$ cat config.mk
export PLATFORM = sky130hd
export DESIGN_NAME = nvm_fault_status
export DESIGN_NICKNAME = d
export VERILOG_FILES = /design/src/rtl/nvm_fault_pkg.sv /design/src/rtl/nvm_rst_sync.sv /design/src/rtl/nvm_fault_capture.sv /design/src/rtl/nvm_stat_flags.sv /design/src/rtl/nvm_cmd_reg.sv /design/src/rtl/nvm_fault_status.sv
export SDC_FILE = /design/constraint.sdc
export NUM_CORES = 1
export LEC_CHECK = 0
export BUFFER_PORTS_ARGS = -buffer_cell sky130_fd_sc_hd__clkbuf_2
export CAP_MARGIN = 25
export CORE_MARGIN = 1.5
export CORE_UTILIZATION = 55
export CTS_CLUSTER_DIAMETER = 30
export DETAILED_ROUTE_END_ITERATION = 10
export PLACE_DENSITY = 0.85
export SYNTH_ARGS = -nofsm -noshare
export SYNTH_HDL_FRONTEND = slang
export SYNTH_SLANG_ARGS = --single-unit
$ cat constraint.sdc
create_clock -name clk -period 2.7 [get_ports clk]
set_input_delay 0.27 -clock clk [delete_from_list [all_inputs] [get_ports clk]]
set_output_delay 0.27 -clock clk [all_outputs]
set_load 0.02 [all_outputs]
$ cat src/rtl/nvm_fault_pkg.sv
package nvm_fault_pkg;
  typedef enum logic [2:0] {
    OFS_STAT = 3'd0,
    OFS_CTRL = 3'd1,
    OFS_CMD  = 3'd2,
    OFS_CAPL = 3'd3,
    OFS_CAPH = 3'd4,
    OFS_PAR  = 3'd5
  } reg_ofs_e;

  typedef enum logic [1:0] {
    SRC_READ = 2'd0,
    SRC_EVFY = 2'd1,
    SRC_CMPR = 2'd2,
    SRC_RSEQ = 2'd3
  } flt_src_e;

  localparam int STAT_FAIL   = 0;
  localparam int STAT_BLANK  = 1;
  localparam int STAT_DBL    = 2;
  localparam int STAT_ACCERR = 3;
  localparam int BUS_W       = 8;
endpackage

$ cat src/rtl/nvm_rst_sync.sv
module nvm_rst_sync #(
  parameter int STAGES = 2
) (
  input  logic clk,
  input  logic rst_ni,
  output logic rst_sync_no
);
  logic [STAGES-1:0] sync_q;

  always_ff @(posedge clk or negedge rst_ni) begin
    if (!rst_ni) sync_q <= '0;
    else         sync_q <= {sync_q[STAGES-2:0], 1'b1};
  end

  assign rst_sync_no = sync_q[STAGES-1];
endmodule

$ cat src/rtl/nvm_fault_capture.sv
module nvm_fault_capture #(
  parameter int AW = 16,
  parameter int PW = 8
) (
  input  logic          clk,
  input  logic          rst_ni,
  input  logic          flt_valid,
  input  logic [AW-1:0] flt_addr,
  input  logic [PW-1:0] flt_parity,
  input  logic          clr_req,
  output logic          dbl_o,
  output logic          accerr_o,
  output logic [AW-1:0] cap_addr_o,
  output logic [PW-1:0] cap_par_o
);
  logic          dbl_q, dbl_d;
  logic          acc_q, acc_d;
  logic          cap_en;
  logic [AW-1:0] addr_q;
  logic [PW-1:0] par_q;

  // set wins over clear; capture only on the first fault
  always_comb begin
    dbl_d = dbl_q;
    acc_d = acc_q;
    if (clr_req) begin
      dbl_d = 1'b0;
      acc_d = 1'b0;
    end
    if (flt_valid) begin
      dbl_d = 1'b1;
      acc_d = 1'b1;
    end
    cap_en = flt_valid & ~dbl_q;
  end

  always_ff @(posedge clk or negedge rst_ni) begin
    if (!rst_ni) begin
      dbl_q <= 1'b0;
      acc_q <= 1'b0;
    end else begin
      dbl_q <= dbl_d;
      acc_q <= acc_d;
    end
  end

  always_ff @(posedge clk or negedge rst_ni) begin
    if (!rst_ni) begin
      addr_q <= '0;
      par_q  <= '0;
    end else if (cap_en) begin
      addr_q <= flt_addr;
      par_q  <= flt_parity;
    end
  end

  assign dbl_o      = dbl_q;
  assign accerr_o   = acc_q;
  assign cap_addr_o = addr_q;
  assign cap_par_o  = par_q;
endmodule

$ cat src/rtl/nvm_stat_flags.sv
module nvm_stat_flags
  import nvm_fault_pkg::*;
(
  input  logic       clk,
  input  logic       rst_ni,
  input  logic       flt_valid,
  input  logic [1:0] flt_src,
  input  logic       ev_done,
  input  logic       ev_blank,
  input  logic       cmd_seq_start,
  input  logic       fail_clr,
  output logic       fail_o,
  output logic       blank_o
);
  logic fail_q, fail_d, fail_set;
  logic blank_q, blank_d;

  always_comb begin
    fail_set = (ev_done & ~ev_blank) |
               (flt_valid & (flt_src != SRC_RSEQ));
    fail_d = fail_q;
    if (fail_clr) fail_d = 1'b0;
    if (fail_set) fail_d = 1'b1;

    blank_d = blank_q;
    if (cmd_seq_start) blank_d = 1'b0;
    if (ev_done)       blank_d = ev_blank;
  end

  always_ff @(posedge clk or negedge rst_ni) begin
    if (!rst_ni) begin
      fail_q  <= 1'b0;
      blank_q <= 1'b0;
    end else begin
      fail_q  <= fail_d;
      blank_q <= blank_d;
    end
  end

  assign fail_o  = fail_q;
  assign blank_o = blank_q;
endmodule

$ cat src/rtl/nvm_cmd_reg.sv
module nvm_cmd_reg #(
  parameter int CW = 7
) (
  input  logic          clk,
  input  logic          rst_ni,
  input  logic          wr_en,
  input  logic [CW-1:0] wdata,
  output logic [CW-1:0] cmd_o
);
  logic [CW-1:0] cmd_q;

  always_ff @(posedge clk or negedge rst_ni) begin
    if (!rst_ni)    cmd_q <= '0;
    else if (wr_en) cmd_q <= wdata;
  end

  assign cmd_o = cmd_q;
endmodule

$ cat src/rtl/nvm_fault_status.sv
module nvm_fault_status
  import nvm_fault_pkg::*;
#(
  parameter int ADDR_W = 16,
  parameter int PAR_W  = 8,
  parameter int CMD_W  = 7
) (
  input  logic              clk,
  input  logic              rst_ni,
  input  logic [2:0]        reg_addr,
  input  logic              reg_wr,
  input  logic [7:0]        reg_wdata,
  output logic [7:0]        reg_rdata,
  input  logic              flt_valid,
  input  logic [1:0]        flt_src,
  input  logic [ADDR_W-1:0] flt_addr,
  input  logic [PAR_W-1:0]  flt_parity,
  output logic              rd_invalid,
  input  logic              ev_done,
  input  logic              ev_blank,
  input  logic              cmd_seq_start,
  input  logic              cmd_seq_active,
  output logic              irq
);
  localparam int ADDR_EXT_W = 2 * BUS_W;

  logic              rst_sync_n;
  logic              wr_stat, wr_ctrl, wr_cmd;
  logic              clr_dbl, clr_fail;
  logic              dbl, accerr, fail, blank;
  logic              ie_q, ie_d;
  logic [ADDR_W-1:0] cap_addr;
  logic [PAR_W-1:0]  cap_par;
  logic [CMD_W-1:0]  cmd_q;
  logic [ADDR_EXT_W-1:0] cap_addr_ext;
  logic              unused_wdata;

  nvm_rst_sync #(.STAGES(2)) u_rst (
    .clk        (clk),
    .rst_ni     (rst_ni),
    .rst_sync_no(rst_sync_n)
  );

  // bus write decode
  always_comb begin
    wr_stat  = reg_wr && (reg_addr == OFS_STAT);
    wr_ctrl  = reg_wr && (reg_addr == OFS_CTRL);
    wr_cmd   = reg_wr && (reg_addr == OFS_CMD) && cmd_seq_active;
    clr_dbl  = wr_stat && reg_wdata[STAT_ACCERR];
    clr_fail = wr_stat && reg_wdata[STAT_FAIL];
    ie_d     = wr_ctrl ? reg_wdata[0] : ie_q;
  end

  assign unused_wdata = reg_wdata[BUS_W-1];

  always_ff @(posedge clk or negedge rst_sync_n) begin
    if (!rst_sync_n) ie_q <= 1'b0;
    else             ie_q <= ie_d;
  end

  nvm_fault_capture #(.AW(ADDR_W), .PW(PAR_W)) u_cap (
    .clk       (clk),
    .rst_ni    (rst_sync_n),
    .flt_valid (flt_valid),
    .flt_addr  (flt_addr),
    .flt_parity(flt_parity),
    .clr_req   (clr_dbl),
    .dbl_o     (dbl),
    .accerr_o  (accerr),
    .cap_addr_o(cap_addr),
    .cap_par_o (cap_par)
  );

  nvm_stat_flags u_flags (
    .clk          (clk),
    .rst_ni       (rst_sync_n),
    .flt_valid    (flt_valid),
    .flt_src      (flt_src),
    .ev_done      (ev_done),
    .ev_blank     (ev_blank),
    .cmd_seq_start(cmd_seq_start),
    .fail_clr     (clr_fail),
    .fail_o       (fail),
    .blank_o      (blank)
  );

  nvm_cmd_reg #(.CW(CMD_W)) u_cmd (
    .clk   (clk),
    .rst_ni(rst_sync_n),
    .wr_en (wr_cmd),
    .wdata (reg_wdata[CMD_W-1:0]),
    .cmd_o (cmd_q)
  );

  assign cap_addr_ext = ADDR_EXT_W'(cap_addr);

  // combinational readback
  always_comb begin
    reg_rdata = '0;
    case (reg_addr)
      OFS_STAT: begin
        reg_rdata[STAT_FAIL]   = fail;
        reg_rdata[STAT_BLANK]  = blank;
        reg_rdata[STAT_DBL]    = dbl;
        reg_rdata[STAT_ACCERR] = accerr;
      end
      OFS_CTRL: reg_rdata[0] = ie_q;
      OFS_CMD:  reg_rdata    = BUS_W'(cmd_q);
      OFS_CAPL: reg_rdata    = cap_addr_ext[BUS_W-1:0];
      OFS_CAPH: reg_rdata    = cap_addr_ext[ADDR_EXT_W-1:BUS_W];
      OFS_PAR:  reg_rdata    = BUS_W'(cap_par);
      default:  reg_rdata    = '0;
    endcase
  end

  assign rd_invalid = flt_valid && (flt_src == SRC_READ);
  assign irq        = dbl & ie_q;
endmodule

==> impl_metrics.json, run 1 <==
{
  "status": "finished clean",
  "powerDensity_nw_per_um2": 620,
  "cts.clk_slew.worst_paths_ps": 110,
  "port_buffers": 53,
  "wl_per_cell_um": 15.5,
  "combPwrFrac": 0.234,
  "start_kind": "primary input",
  "grt_pass1_vias": 1316,
  "cap_viol_max_count": 0,
  "grt_setup_unrepaired": "no",
  "synth_warnings": 0,
  "syn_avg_cell_area_sq_um": 13.0,
  "hold_violations": 0,
  "fin_nets": 242,
  "syn_nets": 186,
  "final_antenna_net_count": 0,
  "synthCells": 140,
  "antenna_found_initial": 0,
  "cp_max_fo": 14,
  "ios": 55,
  "cts_tree": "done",
  "area_growth_pct": 18.9,
  "setup_violations": 0,
  "setup_tns_ps": 0,
  "end_kind": "output pin",
  "gp_congestion": 0.759,
  "die_w_um": 60.6,
  "worstSetupStartpoint": "reg_addr[1]",
  "drt_iter0_drc": 64,
  "synth-main-ff-cell": "dfrtp_1",
  "final_core_util": 0.698,
  "finalCriticalPeriod_ps": 1790,
  "synth_area_leader_cell": "dfrtp_1",
  "regToRegSetupSlack_ps": 1080,
  "antennaDiodeCount": 0,
  "r2r-start": "u_cap.accerr_o",
  "cts_resized": 0,
  "synth_area_leaders": "dfrtp_1, mux2_2, mux2i_1, nor3_4, nor2_1",
  "fmax_mhz": 560,
  "cts.sinks": 37,
  "core.rowCount": 20,
  "synth-seq-cells": 37,
  "critical_path_class": "primary input to output pin",
  "clock-root-buffer": "clkbuf_4",
  "endpoint": "reg_rdata[6]",
  "cts-buffers-inserted": 5,
  "skew_ps": 2.54,
  "slew_viol_final": 0,
  "pwr-share-seq": 0.559,
  "grt_overflow_total": 0,
  "worstReg2RegEnd": "u_cap.cap_par_o[0]",
  "yosysTopAreaCellShare": 0.508,
  "async_flop_share": 1.00,
  "drt_pass1_iterations": 4,
  "whs_ps": 146,
  "syn_area_sq_um": 1820,
  "die_y_um": 60.6,
  "initial_utilization": 0.587,
  "insertion_delay_ps": 340,
  "power.leakage_nw": 1.01,
  "critPathRequiredTime_ps": 2430,
  "post-route-period-util": 0.661,
  "reg2reg_depth": 3,
  "hpwl_um": 2810,
  "cts.path.max_buffers": 2,
  "slew_headroom": 0.619,
  "drc": 0,
  "p_clk_frac": 0.207,
  "grt_util_all_layers": 0.232,
  "ys_seq_area_frac": 0.508,
  "switching_share": 0.286,
  "dieArea_sq_um": 3670,
  "p_sw_uw": 384,
  "p_int_uw": 959,
  "layout-drive-gt1-share": 0.518,
  "grt_start_max_net_pins": 36,
  "viasPerCell": 5.44,
  "ys_types": 38,
  "vias": 1312,
  "worst_pin_slew_ps": 572,
  "drt_wl_total_um": 3740,
  "max-vdd-ir-drop_mv": 0.419,
  "synth-edff-count": 0,
  "arrival_ps": 1520,
  "grt_pass1_wl_um": 6040,
  "hold_class": "primary input to register",
  "h-tree-depth": 2,
  "coreArea_sq_um": 3100
}
==> power by group through the flow <==
| stage | registers [mW] | clock network [mW] | logic [mW] |
|---|---|---|---|
| finish | 0.751 | 0.278 | 0.314 |
| global route | 0.767 | 0.315 | 0.345 |
| CTS | 0.752 | 0.289 | 0.317 |
| detailed placement | 0.765 | 0 | 0.315 |
| global placement | 0.752 | 0 | 0.300 |
| floorplan | 0.744 | 0 | 0.227 |
==> synth_stat cells, types with 2 or more instances <==
cell type,number
nor3_4,2
buf_4,3
nor2_1,7
nand2_1,5
o21ai_1,2
nand4b_1,2
a211oi_1,2
nor3b_1,3
mux2_2,33
buf_6,2
dfrtp_1,37
mux2i_1,7
buf_2,2
a22o_1,3
a22oi_1,2
nor2b_1,2
nand3_1,2
nand2b_1,2
o22a_1,2
a21oi_1,2
==> registers in the layout, summed over array words and instances, names as in the netlist <==
signal and count:
u_cap.cap_addr_o 16, u_flags.fail_o 1, u_flags.blank_o 1, ie_q 1
u_cap.cap_par_o 8, u_cap.accerr_o 1, u_rst.sync_q 2, u_cmd.cmd_o 7
==> cell families after synthesis <==
group	Yosys count	synth area share
AO/OA/AOI/OAI	23	0.0962
adder cells (fa/ha/maj)	1	0.00687
buffers and inverters	8	0.0323
flip-flops	37	0.508
multiplexers	40	0.242
other	1	0.00206
AND/OR/NAND/NOR	30	0.112
==> how the worst min path moves through the flow <==
stage / from / to / slack [ps] / cells past startpoint
after floorplan: rst_ni / u_rst.sync_q[0] / -30 / 0
after global placement: rst_ni / u_rst.sync_q[0] / 60 / 1
after detailed placement: rst_ni / u_rst.sync_q[0] / 60 / 1
after CTS: flt_addr[6] / u_cap.cap_addr_o[6] / 130 / 2
after global routing: flt_addr[6] / u_cap.cap_addr_o[6] / 130 / 2
final: ev_done / u_flags.blank_o / 150 / 2
==> repair_timing <==
item	in CTS	in global routing
buffers inserted	0	0
endpoints found under the hold margin	2	0
hold buffers	1	0
==> critical path, stage by stage <==
cell	delay, ps
clkbuf_2	230
ha_1	450
inv_1	150
a211oi_1	200
clkbuf_2	210
==> area by class of cell <==
class | count | area, sq um
Timing Repair Buffer | 56 | 290
Sequential cell | 37 | 926
Fill cell | 259 | 937
Clock buffer | 6 | 41.3
Clock inverter | 2 | 10.0
Tap cell | 44 | 55.1
Inverter | 1 | 3.75
Multi-Input combinational cell | 95 | 840
==> layout by cell type, fill, tap and decap left out, drive strengths merged <==
master / netlist / layout
a211oi: 2 / 2
a21o: 1 / 1
a21oi: 2 / 2
a221o: 1 / 1
a221oi: 1 / 1
a22o: 3 / 3
a22oi: 2 / 2
a311oi: 1 / 1
a32oi: 1 / 1
and2: 1 / 1
and2b: 2 / 2
and4bb: 1 / 1
buf: 7 / 2
clkbuf: 0 / 59
clkinv: 0 / 2
conb: 1 / 1
dfrtp: 37 / 37
dlygate4sd3: 0 / 1
ha: 1 / 1
inv: 1 / 1
mux2: 33 / 33
mux2i: 7 / 7
nand2: 5 / 5
nand2b: 3 / 3
nand3: 2 / 2
nand4b: 2 / 2
nor2: 7 / 7
nor2b: 2 / 2
nor3: 2 / 2
nor3b: 3 / 3
o21ai: 3 / 3
o21bai: 1 / 1
o221a: 1 / 1
o22a: 2 / 2
o22ai: 1 / 1
o31ai: 1 / 1
==> metal layers <==
| layer | track usage | routed length [um] | up-vias | share of wire |
|---|---|---|---|---|
| met5 | 0 | 0 | - | 0 |
| met4 | 0.0932 | 45 | 0 | 0.012 |
| met3 | 0.0789 | 250 | 5 | 0.067 |
| met2 | 0.360 | 1810 | 46 | 0.48 |
| met1 | 0.301 | 1640 | 632 | 0.44 |
| li1 | - | - | 629 | - |
==> metrics by stage <==
stage	area [sq um]	power, mW	setup WS, ps	std cells
floorplan	1820	0.972	1230	140
global placement	2100	1.05	957	232
detailed placement	2100	1.08	922	232
CTS	2170	1.36	905	241
global route	2170	1.43	811	241
finish	2170	1.34	914	241
(Power assumes the default switching activity.)
==> inputs of run 2 (changes only) <==
--- a/config.mk
+++ b/config.mk
@@ -8,10 +8,10 @@
 export BUFFER_PORTS_ARGS = -buffer_cell sky130_fd_sc_hd__clkbuf_2
 export CAP_MARGIN = 25
 export CORE_MARGIN = 1.5
-export CORE_UTILIZATION = 55
+export CORE_UTILIZATION = 51
 export CTS_CLUSTER_DIAMETER = 30
 export DETAILED_ROUTE_END_ITERATION = 10
-export PLACE_DENSITY = 0.85
+export PLACE_DENSITY = 0.79
 export SYNTH_ARGS = -nofsm -noshare
 export SYNTH_HDL_FRONTEND = slang
 export SYNTH_SLANG_ARGS = --single-unit
==> constraint.sdc (replaced) <==
create_clock -name clk -period 1.68 [get_ports clk]
set_input_delay 0.168 -clock clk [delete_from_list [all_inputs] [get_ports clk]]
set_output_delay 0.168 -clock clk [all_outputs]
set_load 0.02 [all_outputs]
==> run 2 against run 1 <==
  * The run now ends with negative setup slack left
  * Wire length increased by 4.6%
  * Via count increased by 3.9%
  * Critical path depth unchanged
  * Critical path type is now register to output pin
  * Largest cell class unchanged
  * Highest routed layer unchanged
==> impl_metrics.json, run 2 (synthesis gave the netlist of run 1 again) <==
{
  "status": "complete, but fails checks",
  "violations": "negative setup slack",
  "wl_per_cell_um": 15.7,
  "post-route-period-util": 1.00,
  "end_kind": "output pin",
  "skew_ps": 6.45,
  "grt_pass1_vias": 1398,
  "drt_iter0_drc": 74,
  "critPathTopFamily": "flip-flops",
  "die_w_um": 62.8,
  "fillerInstances": 266,
  "area_growth_pct": 24.6,
  "insertion_delay_ps": 340,
  "worstReg2RegEnd": "u_cap.cap_par_o[2]",
  "whs_ps": 49.6,
  "mostFrequentLayoutCell": "clkbuf_2",
  "mostFrequentLayoutCells": "clkbuf_2, dfrtp_1, mux2_2",
  "largest_register_ff_count": 16,
  "hold_class": "primary input to register",
  "dieArea_sq_um": 3940,
  "slew_viol_final": 0,
  "crit_chain": "mux2_2, a21oi_2, o221a_1, nor2_1, buf_4",
  "vias": 1363,
  "fin_nets": 248,
  "port_buffers": 53,
  "antenna_found_initial": 0,
  "r2r-start": "u_cap.accerr_o",
  "power.leakage_nw": 1.06,
  "cts.sinks": 37,
  "cts-buffers-inserted": 5,
  "holdPathEnd": "u_cap.cap_addr_o[13]",
  "drt_wl_total_um": 3920,
  "h-tree-depth": 2,
  "grt_overflow_total": 0,
  "finalWorstSetupSlack_ps": -3.86,
  "critical_path_class": "register to output pin",
  "setup_tns_ps": -3.86,
  "critPathRequiredTime_ps": 1510,
  "cp_num_buf_inv": 1,
  "layout-drive-gt1-share": 0.552,
  "max-vdd-ir-drop_mv": 0.629,
  "clock-root-buffer": "clkbuf_4",
  "drt_pass1_iterations": 4,
  "grt_setup_unrepaired": "yes",
  "initial_utilization": 0.537,
  "reg2reg_depth": 4,
  "grt_start_max_net_pins": 36,
  "fmax_mhz": 594,
  "grt_util_all_layers": 0.219,
  "cts.path.max_buffers": 2,
  "finalCriticalPeriod_ps": 1680,
  "viasPerCell": 5.47,
  "coreArea_sq_um": 3390,
  "final_antenna_net_count": 0,
  "arrival_ps": 1520,
  "powerDensity_nw_per_um2": 1050,
  "antennaDiodeCount": 0,
  "setup_violations": 1,
  "ios": 55,
  "start_kind": "register",
  "hpwl_um": 2820,
  "holdCritStartpoint": "flt_addr[13]",
  "cap_viol_max_count": 0,
  "cts_tree": "done",
  "cts.clk_slew.worst_paths_ps": 110,
  "regToRegSetupSlack_ps": 270,
  "slowest_delay_ps": 400,
  "drc": 0,
  "core.rowCount": 21,
  "cp_max_fo": 2,
  "grt_pass1_wl_um": 6640,
  "slowest_stage": "dfrtp_1",
  "die_y_um": 62.8,
  "hold_depth": 2,
  "hold_violations": 0,
  "gp_congestion": 0.795
}
## run 2: layer usage
| layer | global-route usage | wire (um) | vias up |
|---|---|---|---|
| met5 | 0 | 0 | - |
| met4 | 0.0750 | 52 | 0 |
| met3 | 0.0468 | 224 | 5 |
| met2 | 0.356 | 1900 | 43 |
| met1 | 0.293 | 1730 | 666 |
| li1 | - | - | 649 |
## run 2: worst max path at each step
stage                        startpoint           end  slack, ps  cells after the start
global placement            reg_addr[1]  reg_rdata[6]        150                      5
finish                             ie_q  reg_rdata[0]         -4                      5
floorplan                   reg_addr[1]  reg_rdata[6]        420                      4
CTS                 u_cap.cap_addr_o[0]  reg_rdata[0]        -10                      5
global route        u_cap.cap_addr_o[0]  reg_rdata[0]        -60                      5
detailed placement          reg_addr[1]  reg_rdata[6]        120                      5
## run 2: power breakdown
group / leakage (nW) / internal, mW / switching (mW) / total (mW)
combinational: 0.574 / 0.302 / 0.226 / 0.528
sequential: 0.440 / 1.10 / 0.111 / 1.21
clock: 0.0445 / 0.354 / 0.302 / 0.655
## run 2: area by class of cell
cell class,instances,area [sq um],share of cell area
clock inverter,2,37.5,0.0165
inverter,1,3.75,0.00165
tap,46,57.6,0.0254
multi-input combinational,95,855,0.377
sequential,37,927,0.408
clock buffer,6,51.3,0.0226
timing repair buffer,62,338,0.149
## run 2: metrics by stage
step	utilization	std cells	worst slack (ps)	area [sq um]	power [mW]
2_1_floorplan	-	140	417	1820	1.56
3_3_place_gp	0.630	238	147	2140	1.70
3_5_place_dp	0.630	238	119	2140	1.74
4_1_cts	0.665	248	-10.2	2250	2.40
5_1_grt	0.670	249	-57.5	2270	2.52
6_report	0.670	249	-3.86	2270	2.39
## run 2: worst register-to-register path, cell delays in order, from the launching register on
cell	delay (ps)
dfrtp_2	460
buf_4	150
nor2b_2	110
buf_4	220
mux2_2	370
## run 2: what timing repair did
item | in CTS | in global routing
buffers inserted | 1 | 1
endpoints found under the hold margin | 2 | 0
pin swaps | 2 | 1
resized for setup | 3 | 4
hold buffers | 1 | 0
setup endpoints to repair | 1 | 3
